==> src/rtl/pcs_pkg.sv <==
package pcs_pkg;
  // Selected source of the next fetch address
  typedef enum logic [1:0] {
    SRC_HOLD = 2'd0,
    SRC_INC  = 2'd1,
    SRC_JUMP = 2'd2,
    SRC_PAGE = 2'd3
  } nxt_src_e;
endpackage

==> src/rtl/pcs_sel.sv <==
module pcs_sel
  import pcs_pkg::*;
(
  input  logic     step,
  input  logic     goto_en,
  input  logic     pcl_wr_en,
  input  logic     pcl_add_en,
  output nxt_src_e src,
  output logic     use_add
);
  // Priority: immediate jump, then low-byte write, then low-byte add, then increment
  always_comb begin
    src     = SRC_HOLD;
    use_add = 1'b0;
    if (step) begin
      if (goto_en) begin
        src = SRC_JUMP;
      end else if (pcl_wr_en) begin
        src = SRC_PAGE;
      end else if (pcl_add_en) begin
        src     = SRC_PAGE;
        use_add = 1'b1;
      end else begin
        src = SRC_INC;
      end
    end
  end
endmodule

==> src/rtl/pcs_page_latch.sv <==
module pcs_page_latch #(
  parameter int ADDR_W = 11,
  parameter int DATA_W = 8,
  localparam int HI_W  = ADDR_W - DATA_W
) (
  input  logic              clk,
  input  logic              rst,
  input  logic              wr_en,
  input  logic [DATA_W-1:0] wr_data,
  output logic [HI_W-1:0]   page
);
  always_ff @(posedge clk) begin
    if (rst) begin
      page <= '0;
    end else if (wr_en) begin
      page <= wr_data[HI_W-1:0];
    end
  end
endmodule

==> src/rtl/pcs_next.sv <==
module pcs_next
  import pcs_pkg::*;
#(
  parameter int ADDR_W = 11,
  parameter int DATA_W = 8,
  localparam int HI_W  = ADDR_W - DATA_W
) (
  input  logic [ADDR_W-1:0] pc,
  input  nxt_src_e          src,
  input  logic              use_add,
  input  logic [ADDR_W-1:0] goto_target,
  input  logic [DATA_W-1:0] pcl_data,
  input  logic [HI_W-1:0]   page,
  output logic [ADDR_W-1:0] pc_nxt,
  output logic [DATA_W-1:0] seq_low
);
  logic [ADDR_W-1:0] pc_inc;
  logic [DATA_W-1:0] low_sum;
  logic [DATA_W-1:0] page_low;

  assign pc_inc   = pc + ADDR_W'(1);
  assign seq_low  = pc_inc[DATA_W-1:0];
  // Byte-wide add: the carry out is dropped on purpose
  assign low_sum  = seq_low + pcl_data;
  assign page_low = use_add ? low_sum : pcl_data;

  always_comb begin
    unique case (src)
      SRC_INC:  pc_nxt = pc_inc;
      SRC_JUMP: pc_nxt = goto_target;
      SRC_PAGE: pc_nxt = {page, page_low};
      default:  pc_nxt = pc;
    endcase
  end
endmodule

==> src/rtl/split_latch_pc.sv <==
module split_latch_pc
  import pcs_pkg::*;
#(
  parameter int ADDR_W = 11,
  parameter int DATA_W = 8,
  localparam int HI_W  = ADDR_W - DATA_W
) (
  input  logic              clk,
  input  logic              rst,
  input  logic              step,
  input  logic              goto_en,
  input  logic [ADDR_W-1:0] goto_target,
  input  logic              pcl_wr_en,
  input  logic              pcl_add_en,
  input  logic [DATA_W-1:0] pcl_data,
  input  logic              lat_wr_en,
  input  logic [DATA_W-1:0] lat_data,
  output logic [ADDR_W-1:0] fetch_addr,
  output logic [DATA_W-1:0] pcl_rd,
  output logic [DATA_W-1:0] latch_rd
);
  nxt_src_e          src;
  logic              use_add;
  logic [HI_W-1:0]   page;
  logic [ADDR_W-1:0] pc_q;
  logic [ADDR_W-1:0] pc_nxt;
  logic [DATA_W-1:0] seq_low;

  pcs_sel u_sel (
    .step       (step),
    .goto_en    (goto_en),
    .pcl_wr_en  (pcl_wr_en),
    .pcl_add_en (pcl_add_en),
    .src        (src),
    .use_add    (use_add)
  );

  pcs_page_latch #(.ADDR_W(ADDR_W), .DATA_W(DATA_W)) u_latch (
    .clk     (clk),
    .rst     (rst),
    .wr_en   (step & lat_wr_en),
    .wr_data (lat_data),
    .page    (page)
  );

  pcs_next #(.ADDR_W(ADDR_W), .DATA_W(DATA_W)) u_next (
    .pc          (pc_q),
    .src         (src),
    .use_add     (use_add),
    .goto_target (goto_target),
    .pcl_data    (pcl_data),
    .page        (page),
    .pc_nxt      (pc_nxt),
    .seq_low     (seq_low)
  );

  always_ff @(posedge clk) begin
    if (rst) begin
      pc_q <= '0;
    end else begin
      pc_q <= pc_nxt;
    end
  end

  assign fetch_addr = pc_q;
  assign pcl_rd     = seq_low;
  assign latch_rd   = {{(DATA_W-HI_W){1'b0}}, page};
endmodule

==> config.mk <==
export PLATFORM = sky130hd
export DESIGN_NAME = split_latch_pc
export DESIGN_NICKNAME = d
export VERILOG_FILES = /design/src/rtl/pcs_pkg.sv /design/src/rtl/pcs_sel.sv /design/src/rtl/pcs_page_latch.sv /design/src/rtl/pcs_next.sv /design/src/rtl/split_latch_pc.sv
export SDC_FILE = /design/constraint.sdc
export NUM_CORES = 1
export LEC_CHECK = 0
export BUFFER_PORTS_ARGS = -buffer_cell sky130_fd_sc_hd__buf_4
export CORE_ASPECT_RATIO = 0.6
export CORE_UTILIZATION = 40
export DETAILED_ROUTE_END_ITERATION = 10
export PLACE_DENSITY_LB_ADDON = 0.05
export SKIP_LAST_GASP = 1
export SLEW_MARGIN = 40
export SYNTH_ARGS = -nofsm -noshare
export SYNTH_HDL_FRONTEND = slang
export SYNTH_SLANG_ARGS = --single-unit
==> constraint.sdc <==
create_clock -name clk -period 2.8 [get_ports clk]
set_clock_uncertainty 0.15 [all_clocks]
set_input_delay 0.42 -clock clk [delete_from_list [all_inputs] [get_ports clk]]
set_output_delay 0.42 -clock clk [all_outputs]
set_load 0.1 [all_outputs]
== After elaboration in Yosys (flattened, before gate mapping) ==
Index checks and enable logic that the tools add are counted.

* Bits in registers: 14
* Output and inout port bits: 27
* Word-level logic and storage cells: 19

* Add/subtract/negate cells: 2
* Eq/ne operators: 3
* Muxes and demuxes: 10
* Bitwise operators: 1
* Reduce and logical (&&, ||, !) cells: 1

{| class="wikitable"
|+ Operators with widths
! kind !! number
|-
| case mux 11 bit (3 select lines) || 1
|-
| adder 11 x 1 -> 11 bit (second input constant) || 1
|-
| adder 8 bit || 1
|-
| 2-to-1 mux 2 bit || 4
|-
| 2-to-1 mux 8 bit || 1
|-
| == test 2 bit (second input constant) || 2
|-
| 2-to-1 mux 1 bit || 4
|-
| nonzero test 3 bit || 1
|-
| == test 2 x 1 -> 1 bit (second input constant) || 1
|-
| bitwise AND 1 bit || 1
|}

== Logic depth before layout (Yosys ltp) ==
Gate-level depths: netlist of the first run.

* Depth in word-level cells: 6
* Depth in mapped cells: 11

== Hierarchy ==
Synthesis of the first run repeated with hierarchy kept, for this count alone.

* Cell total of the unflattened synthesis: 180
* Area total of the unflattened synthesis: 1508.9 um^2

{| class="wikitable"
|+ Modules (own cells, without submodules)
! module !! times used !! cells each !! area each (um^2) !! seq. area each (um^2)
|-
| pcs_next || 1 || 138 || 992.2 || 0.0
|-
| split_latch_pc || 1 || 30 || 385.4 || 220.2
|-
| pcs_page_latch || 1 || 9 || 101.3 || 60.1
|-
| pcs_sel || 1 || 3 || 30.0 || 0.0
|}

== Worst setup path before layout of the first run ==
Ideal clock, no wire load.

* Path kind: flip-flop to flip-flop
* From: register pc_q[0], in the netlist fetch_addr[0]
* To: register pc_q[7], in the netlist fetch_addr[7]
* Data arrival time: 4953 ps
* Required time: 2562 ps
* Path slack: -2392 ps
* Cell stages (with the launch flop): 11
* Clock period less this slack: 5192 ps
* Cells stage by stage: dfxtp_1 -> ha_1 -> nand3_1 -> xnor2_1 -> ha_1 -> a21o_2 -> a31oi_1 -> a211oi_2 -> o21ai_1 -> mux2_1 -> a311oi_2

* Cells in the longest elaborated chain, start to end: 4

{| class="wikitable"
|+ Ends and longest elaborated chain
! what !! RTL line !! text
|-
| from (decl) || split_latch_pc.sv:25 || <nowiki>logic [ADDR_W-1:0] pc_q;</nowiki>
|-
| from (signal assigned) || split_latch_pc.sv:61 || <nowiki>pc_q <= pc_nxt;</nowiki>
|-
| adder 11 x 1 -> 11 bit || pcs_next.sv:21 || <nowiki>assign pc_inc = pc + ADDR_W'(1);</nowiki>
|-
| via pcl_rd[4] || split_latch_pc.sv:19 || <nowiki>output logic [DATA_W-1:0] pcl_rd,</nowiki>
|-
| adder 8 bit || pcs_next.sv:24 || <nowiki>assign low_sum = seq_low + pcl_data;</nowiki>
|-
| 2-to-1 mux 8 bit || pcs_next.sv:25 || <nowiki>assign page_low = use_add ? low_sum : pcl_data;</nowiki>
|-
| case mux 11 bit (3 select lines) || pcs_next.sv:28 || <nowiki>unique case (src)</nowiki>
|}

The timed path passes the listed nets, and every way through them passes these cells.
A chain may end at the register's enable or synchronous reset.

== Worst setup path in the final report of the first run ==
* From: register pc_q[0], in the netlist fetch_addr[0]
* To: register pc_q[7], in the netlist fetch_addr[7]

* Cells in the longest elaborated chain, start to end: 4

{| class="wikitable"
|+ Ends and longest elaborated chain
! what !! RTL line
|-
| adder 11 x 1 -> 11 bit (*) || pcs_next.sv:21
|-
| adder 8 bit || pcs_next.sv:24
|-
| 2-to-1 mux 8 bit || pcs_next.sv:25
|-
| case mux 11 bit (3 select lines) (*) || pcs_next.sv:28
|}

Every way passes the cells marked *; elsewhere a longest branch is shown, timed or not.

==> impl_metrics.csv, run 1 <==
group,metric,value,unit
run_status,status,"finished clean",
die,rows,15,
clocking,clock_sinks,14,
yosys,synth_edf_count,0,
die,num_io_pins,61,
clocking,cts_root_buf,"clkbuf_8",
power_and_ir_drop,cellPowerDensity,457,nW/um^2
setup_path,worstReg2RegEnd,"fetch_addr[7]",
route,viasPerCell,5.67,
die,dieHeight,46.9,microns
global_route,grt_first_pass_wirelength,6460,microns
setup_path,r2r_cells,11,
cells_and_area,area_delta_synth_final,46.7,%
min_path,worstHoldStart,"lat_data[2]",
die,die_area,3600,sq um
cells_and_area,nNetsFinal,266,
min_path,min-delay-path-class,"input pin to flop",
route,drtIter0Drc,77,
yosys,synth_xor_area_frac,0.0457,
global_route,grt_max_degree,30,
yosys,synthMostInstantiatedCell,"nand2_1",
clocking,hold_buffers,0,
global_route,grt_use_total,0.233,
clocking,cts-resized-gates,0,
yosys,synth_ff_type,"dfxtp_1",
yosys,synth_top_family_by_area,"compound AO/OA/AOI/OAI gates",
clocking,post-cts-setup-buffers,0,
clocking,clk_pin_slew,0.06,ns
power_and_ir_drop,p_leak,0.842,nW
placement,hpwl,3250,microns
sta,post-route-period-util,0.963,
yosys,synthDistinctLibCells,50,
global_route,antenna_found_initial,0,
setup_path,rrSetupSlack,0.10,ns
yosys,synth_top_cell_by_area,"dfxtp_1",
yosys,yosysSeqAreaShare,0.209,
yosys,synth-async-reset-ratio,0,
global_route,grt_overflow_total,0,
clocking,cts-htree-levels,1,
clocking,cts_tree,"yes",
yosys,ys_top_cells_by_count,"nand2_1 (18), nor2_1 (16), dfxtp_1 (14), o21ai_0 (12)",
sta,max_freq,0.371,GHz
route,post_drt_wl_per_cell,15.5,microns
sta,finalHoldViolCount,0,
setup_path,crit_path_end_kind,"flop",
yosys,synthTopCellsByArea,"dfxtp_1 (21%), ha_1 (9.3%), nand2_1 (5.0%)",
yosys,synth_mux_area_frac,0.0233,
route,firstDrtPassIters,4,
min_path,whs_path_depth,3,
sta,rsz0062_at_grt,"false",
sta,maxSlewViolCount,0,
cells_and_area,fill_cells,276,
die,die_x,76.8,microns
clocking,numCtsBuffers,3,
placement,io_buffers,50,
setup_path,r2r-start,"fetch_addr[0]",
placement,place.gp.congestion,0.857,
yosys,syn-cell-area,1340,sq um
placement,pre_cts_ws,0.114,ns
sta,setup_viol,0,
route,wirelength,4070,microns
power_and_ir_drop,ir_drop,0.209,mV
route,vias,1486,
cells_and_area,drive_gt1_frac,0.395,
setup_path,path_max_fanout,6,
yosys,yosys.area.top_type_share,0.209,
sta,layout_setup_ws,0.104,ns
cells_and_area,num_antenna_cells,0,
route,drcViolationCount,0,
min_path,hold_path_end,"u_latch.page[2]",
yosys,syn_inst,171,
setup_path,critical_path_class,"flop to flop",
global_route,first_global_vias,1279,
cells_and_area,postLayoutCoreUtil,0.652,
sta,fin_crit,2.70,ns
route,ant_nets,0,
die,core_area,3020,sq um
yosys,synth-compound-area-share,0.295,
yosys,ys_ff_latch,14,
setup_path,arrival,2.71,ns
setup_path,crit_required,2.81,ns
die,start_util,0.444,
yosys,yosys.area_share.adder,0.108,
sta,tns,0,ns
yosys,synth-simple-area-share,0.228,
yosys,syn-mean-instance-area,7.85,sq um
job,maxCapViolCount,0,
clocking,clock_path_buffers,2,
setup_path,start_kind,"flop",
clocking,insertion_delay,0.25,ns
yosys,yosys_warnings,0,
-- registers in the layout, summed over array words and instances (netlist names) --
signal        cells
fetch_addr       11
u_latch.page      3
-- metrics by stage --
stage / hold slack, ns / std cells / cell area, sq um / power, mW
final: 0.285 / 262 / 1970 / 0.899
after global routing: 0.295 / 262 / 1970 / 0.945
after CTS: 0.283 / 262 / 1970 / 0.904
after detailed placement: 0.329 / 258 / 1920 / 0.729
after global placement: 0.312 / 258 / 1920 / 0.718
after floorplan: 0.332 / 175 / 1570 / 0.625
-- metal layers --
layer | global-route usage | vias to the layer above | wire (microns)
li1 | - | 722 | -
met1 | 0.348 | 691 | 2030
met2 | 0.361 | 71 | 1730
met3 | 0.0447 | 2 | 287
met4 | 0.0231 | 0 | 16
met5 | 0 | - | 0
-- report_power, final --
| part | switching (mW) | internal (mW) | leakage (nW) |
|---|---|---|---|
| combinational | 0.334 | 0.150 | 0.699 |
| sequential | 0.0302 | 0.213 | 0.119 |
| clock | 0.0746 | 0.0972 | 0.0231 |
| total | 0.439 | 0.461 | 0.842 |
-- critical path, stage by stage, from the launching register on --
cell and delay (ns):
dfxtp_4 0.40, ha_4 0.22, nand2_4 0.09, nor2_4 0.14, xor2_4 0.22, ha_4 0.25, a21o_4 0.21, a31oi_4 0.15
a211oi_2 0.08, o21ai_1 0.14, mux2_1 0.35, a311oi_2 0.19
-- cells by family after synthesis --
family                   after synthesis
multiplexers                           3
XOR/XNOR                               7
adder cells (fa/ha/maj)               11
buffers and inverters                 18
flip-flops                            14
other                                  1
AND/OR/NAND/NOR                       61
AO/OA/AOI/OAI                         56
-- worst max-delay path by stage --
| stage | cells after the start | endpoint | start | slack [ns] |
|---|---|---|---|---|
| after floorplan | 10 | fetch_addr[7] | fetch_addr[0] | -0.50 |
| final | 11 | fetch_addr[7] | fetch_addr[0] | 0.10 |
| after detailed placement | 11 | fetch_addr[7] | fetch_addr[0] | 0.11 |
| after global placement | 11 | fetch_addr[7] | fetch_addr[0] | 0.18 |
| after global routing | 11 | fetch_addr[7] | fetch_addr[0] | 0.0009 |
| after CTS | 11 | fetch_addr[7] | fetch_addr[0] | 0.1 |
-- area by class of cell --
type | count | area (sq um) | share of cell area
multi-input cells | 143 | 1150 | 0.583
flip-flops and latches | 14 | 304 | 0.154
inverters | 6 | 22.5 | 0.0114
repair buffers | 53 | 398 | 0.202
well taps | 42 | 52.6 | 0.0267
clock inverters | 1 | 3.75 | 0.00191
clock buffers | 3 | 41.3 | 0.0210
-- cell usage in the layout (no fill, tap or decap), types with 3 or more instances in the layout --
cell      count
nand2_1      17
a32oi_1       3
xor2_4        3
nor2_1       14
o21ai_0      12
nand3_1       6
a22oi_1       5
dfxtp_1       7
ha_1          6
clkbuf_8      3
nand2b_1      3
conb_1        5
ha_4          4
inv_1         6
a21oi_1      10
dfxtp_4       6
nand4_1       3
buf_4        53
a311oi_1      3
Note: power is estimated with default switching activity, not from simulation.
==> inputs of run 2 (changes only) <==
--- a/config.mk
+++ b/config.mk
@@ -7,6 +7,7 @@
 export LEC_CHECK = 0
 export BUFFER_PORTS_ARGS = -buffer_cell sky130_fd_sc_hd__buf_4
 export CORE_ASPECT_RATIO = 0.6
+export CORE_MARGIN = 2
 export CORE_UTILIZATION = 40
 export DETAILED_ROUTE_END_ITERATION = 10
 export PLACE_DENSITY_LB_ADDON = 0.05
==> impl_metrics.csv, run 2 (synthesized netlist as in run 1, its figures left out) <==
group,metric,value,unit
sta,max_freq,0.374,GHz
job,maxCapViolCount,0,
placement,place_inst,261,
route,vias,1468,
cells_and_area,nNetsFinal,266,
route,firstDrtPassIters,4,
setup_path,critical_path_class,"flop to flop",
sta,slew_headroom,0.652,
clocking,cts_root_buf,"clkbuf_8",
global_route,grt_first_pass_wirelength,6530,microns
placement,placed_area,1930,sq um
power_and_ir_drop,p_leak,0.842,nW
sta,tightest_slew,0.516,ns
sta,setup_viol,0,
clocking,cts-resized-gates,0,
clocking,post-cts-setup-buffers,0,
setup_path,crit_required,2.81,ns
route,ant_nets,0,
placement,pre_cts_ws,0.130,ns
sta,rsz0062_at_grt,"false",
run_status,status,"finished clean",
sta,finalHoldViolCount,0,
clocking,cts_tree,"yes",
die,die_x,78.8,microns
power_and_ir_drop,p_switching,436,uW
global_route,grt_overflow_total,0,
clocking,clock_sinks,14,
global_route,grt_max_degree,30,
power_and_ir_drop,p_comb_frac,0.537,
cells_and_area,num_antenna_cells,0,
cells_and_area,layout_commonest_cell,"buf_4",
die,core_area,3220,sq um
placement,place.gp.congestion,0.919,
placement,hpwl,3200,microns
power_and_ir_drop,switching_share,0.487,
setup_path,crit_path_end_kind,"flop",
global_route,first_global_vias,1343,
sta,fin_crit,2.67,ns
route,viasPerCell,5.54,
die,rows,16,
cells_and_area,area_delta_synth_final,47.0,%
cells_and_area,final_cell_mix,"buf_4 (53), nand2_1 (17), nor2_1 (14)",
sta,layout_setup_ws,0.129,ns
clocking,clock_path_buffers,2,
die,num_io_pins,61,
route,wirelength,4030,microns
clocking,insertion_delay,0.25,ns
power_and_ir_drop,power_frac_seq,0.272,
sta,maxSlewViolCount,0,
cells_and_area,fin_cells,265,
power_and_ir_drop,finalPower,896,uW
power_and_ir_drop,power.share.clock,0.191,
die,start_util,0.417,
sta,post-route-period-util,0.954,
route,post_drt_wl_per_cell,15.2,microns
power_and_ir_drop,ir_drop,0.197,mV
cells_and_area,largest_reg_flops,11,
clocking,numCtsBuffers,3,
die,die_area,3850,sq um
setup_path,arrival,2.68,ns
placement,io_buffers,50,
die,dieHeight,48.9,microns
route,drcViolationCount,0,
sta,hold_ws,0.281,ns
global_route,antenna_found_initial,0,
power_and_ir_drop,internal-power,460,uW
route,drtIter0Drc,91,
power_and_ir_drop,cellPowerDensity,454,nW/um^2
cells_and_area,drive_gt1_frac,0.395,
setup_path,start_kind,"flop",
global_route,grt_use_total,0.218,
clocking,hold_buffers,0,
cells_and_area,fin_area,1970,sq um
clocking,clk_pin_slew,0.06,ns
min_path,min-delay-path-class,"input pin to flop",
clocking,cts-htree-levels,1,
setup_path,path_max_fanout,6,
[run 2: cell counts in the layout (fill, tap and decap cells not counted)]
Identical to the previous run, type by type.
[run 2: final cells by class]
cell class	instances	area, sq um
sequential	14	304
fill	297	1250
clock inverter	1	3.75
multi-input combinational	143	1150
timing repair buffer	53	398
inverter	6	22.5
tap	45	56.3
clock buffer	3	41.3
[run 2: path summary, 6_finish.rpt]
kind	startpoint	end	slack, ns	depth (start not counted)
setup reg to reg	fetch_addr[0]	fetch_addr[7]	0.13	10
hold / removal	lat_data[1]	u_latch.page[1]	0.28	3
hold reg to reg	u_latch.page[2]	u_latch.page[2]	0.33	2
setup / recovery	fetch_addr[0]	fetch_addr[7]	0.13	10
[run 2: metal layers]
metal,share of wire,GRT usage,wire (microns)
met1,0.47,0.314,1900
met4,0.0074,0.0643,30
met5,0,0,0
met2,0.44,0.329,1760
met3,0.086,0.0444,345
[run 2: power by group through the flow]
stage          Combinational [mW]  Sequential (mW)  Clock [mW]
6_report                    0.481            0.243       0.171
5_1_grt                     0.508            0.245       0.189
4_1_cts                     0.481            0.243       0.176
3_5_place_dp                0.481            0.247           0
3_3_place_gp                0.473            0.245           0
2_1_floorplan               0.285            0.340           0
[run 2: critical path, cell delays in order (launching register included)]
cell      delay (ns)
dfxtp_4         0.39
ha_4            0.21
nand3_2         0.14
xnor2_4         0.27
ha_4            0.24
a21o_2          0.21
a31oi_4         0.19
a211oi_2        0.08
o21ai_1         0.14
mux2_1          0.34
a311oi_2        0.20
[run 2: metrics by stage]
step                       util  TNS [ns]
final                     0.612         0
after global routing      0.612         0
after CTS                 0.612         0
after detailed placement  0.598         0
after global placement    0.598         0
after floorplan               -     -1.27
==> inputs of run 3 (changes only) <==
--- a/config.mk
+++ b/config.mk
@@ -11,6 +11,7 @@
 export CORE_UTILIZATION = 40
 export DETAILED_ROUTE_END_ITERATION = 10
 export PLACE_DENSITY_LB_ADDON = 0.05
+export SETUP_SLACK_MARGIN = 0.15
 export SKIP_LAST_GASP = 1
 export SLEW_MARGIN = 40
 export SYNTH_ARGS = -nofsm -noshare
==> impl_metrics.csv, run 3 (synthesized netlist as in run 1, its figures left out) <==
group,metric,value,unit
run_status,status,"finished clean",
setup_path,r2r_cells,11,
route,wirelength,4000,microns
cells_and_area,nNetsFinal,274,
setup_path,path_max_fanout,5,
global_route,grt_max_degree,30,
sta,layout_setup_ws,0.222,ns
clocking,insertion_delay,0.24,ns
clocking,cts_root_buf,"clkbuf_8",
cells_and_area,final_cell_mix,"buf_4 (61), nand2_1 (17), nor2_1 (14)",
setup_path,arrival,2.59,ns
setup_path,slowest_delay,0.38,ns
setup_path,worstReg2RegEnd,"fetch_addr[7]",
setup_path,crit_required,2.81,ns
clocking,clock_sinks,14,
cells_and_area,drive_gt1_frac,0.434,
route,drtIter0Drc,86,
global_route,grt_first_pass_wirelength,6730,microns
setup_path,rrSetupSlack,0.22,ns
cells_and_area,fin_cells,273,
placement,place_inst,261,
die,num_io_pins,61,
setup_path,r2r-start,"fetch_addr[1]",
sta,maxSlewViolCount,0,
placement,hpwl,3170,microns
cells_and_area,layout_commonest_cell,"buf_4",
clocking,clock_path_buffers,2,
sta,post-route-period-util,0.921,
sta,finalHoldViolCount,0,
global_route,grt_overflow_total,0,
setup_path,cp-startpoint,"fetch_addr[1]",
sta,max_freq,0.388,GHz
setup_path,start_kind,"flop",
min_path,min-delay-path-class,"input pin to flop",
clocking,numCtsBuffers,3,
sta,setup_viol,0,
placement,placed_area,1930,sq um
route,post_drt_wl_per_cell,14.7,microns
placement,place.gp.congestion,0.936,
setup_path,crit_path_end_kind,"flop",
die,die_area,3850,sq um
die,core_area,3220,sq um
setup_path,path_cells,"ha_4 -> nand2_4 -> nor2_4 -> xor2_4 -> ha_4 -> nand4_1 -> a21o_2 -> o211a_1 -> o21ai_1 -> mux2_2 -> a311oi_2",
die,die_x,78.8,microns
sta,fin_crit,2.58,ns
job,maxCapViolCount,0,
clocking,cts_tree,"yes",
sta,tns,0,ns
sta,hold_ws,0.286,ns
route,firstDrtPassIters,5,
cells_and_area,area_delta_synth_final,53.5,%
global_route,grt_use_total,0.219,
setup_path,crit_top_cell,"ha_4",
route,viasPerCell,5.57,
cells_and_area,fin_area,2060,sq um
die,rows,16,
global_route,antenna_found_initial,0,
clocking,clk_pin_slew,0.06,ns
power_and_ir_drop,ir_drop,0.280,mV
cells_and_area,seqCellArea,304,sq um
cells_and_area,num_antenna_cells,0,
die,start_util,0.417,
route,vias,1521,
power_and_ir_drop,finalPower,912,uW
setup_path,critical_path_class,"flop to flop",
placement,pre_cts_ws,0.137,ns
cells_and_area,postLayoutCoreUtil,0.639,
clocking,cts-htree-levels,1,
global_route,first_global_vias,1376,
setup_path,endpoint,"fetch_addr[7]",
setup_path,cp_slowest_cell,"dfxtp_4",
sta,rsz0062_at_grt,"false",
cells_and_area,largest_reg_flops,11,
placement,io_buffers,50,
route,drcViolationCount,0,
cells_and_area,fill_cells,287,
cells_and_area,multi_input_area,1170,sq um
power_and_ir_drop,p_leak,0.885,nW
die,dieHeight,48.9,microns
route,ant_nets,0,
power_and_ir_drop,cellPowerDensity,443,nW/um^2
## run 3: layout make-up
| class | count | area share |
|---|---|---|
| sequential | 14 | 0.148 |
| clock buffer | 3 | 0.0200 |
| multi-input combinational | 143 | 0.570 |
| timing repair buffer | 61 | 0.222 |
| clock inverter | 1 | 0.00182 |
| tap | 45 | 0.0273 |
| inverter | 6 | 0.0109 |
## run 3: critical path, delay by kind of cell (launching register included)
kind / cells / cell delay [ns]
compound gates: 4 / 0.69
xor+xnor: 1 / 0.09
fa+ha+maj: 2 / 0.46
flops: 1 / 0.38
mux: 1 / 0.35
simple gates: 3 / 0.37
## run 3: worst min path at each step
| stage | depth (start not counted) | from | to | slack [ns] |
|---|---|---|---|---|
| final | 3 | lat_data[2] | u_latch.page[2] | 0.29 |
| after detailed placement | 2 | u_latch.page[2] | u_latch.page[2] | 0.33 |
| after global routing | 3 | lat_data[2] | u_latch.page[2] | 0.29 |
| after CTS | 3 | lat_data[2] | u_latch.page[2] | 0.28 |
| after floorplan | 1 | rst | fetch_addr[5] | 0.33 |
| after global placement | 2 | fetch_addr[10] | fetch_addr[10] | 0.31 |
## run 3: power breakdown
group          internal, mW  leakage [nW]  switching [mW]  total (mW)
Sequential            0.213         0.119          0.0267       0.240
Combinational         0.164         0.743           0.342       0.506
Clock                0.0970        0.0231          0.0693       0.166
## run 3: what timing repair did
item | CTS | global route
buffers inserted | 1 | 7
endpoints found under the setup margin | 1 | 3
cloned | 0 | 0
hold buffers | 0 | 0
resized for setup | 0 | 4
pin swaps | 1 | 4
## run 3: metal layers
layer  track usage  routed length (microns)
met1         0.320                     1930
met2         0.336                     1790
met3        0.0500                      252
met4        0.0292                       32
met5             0                        0
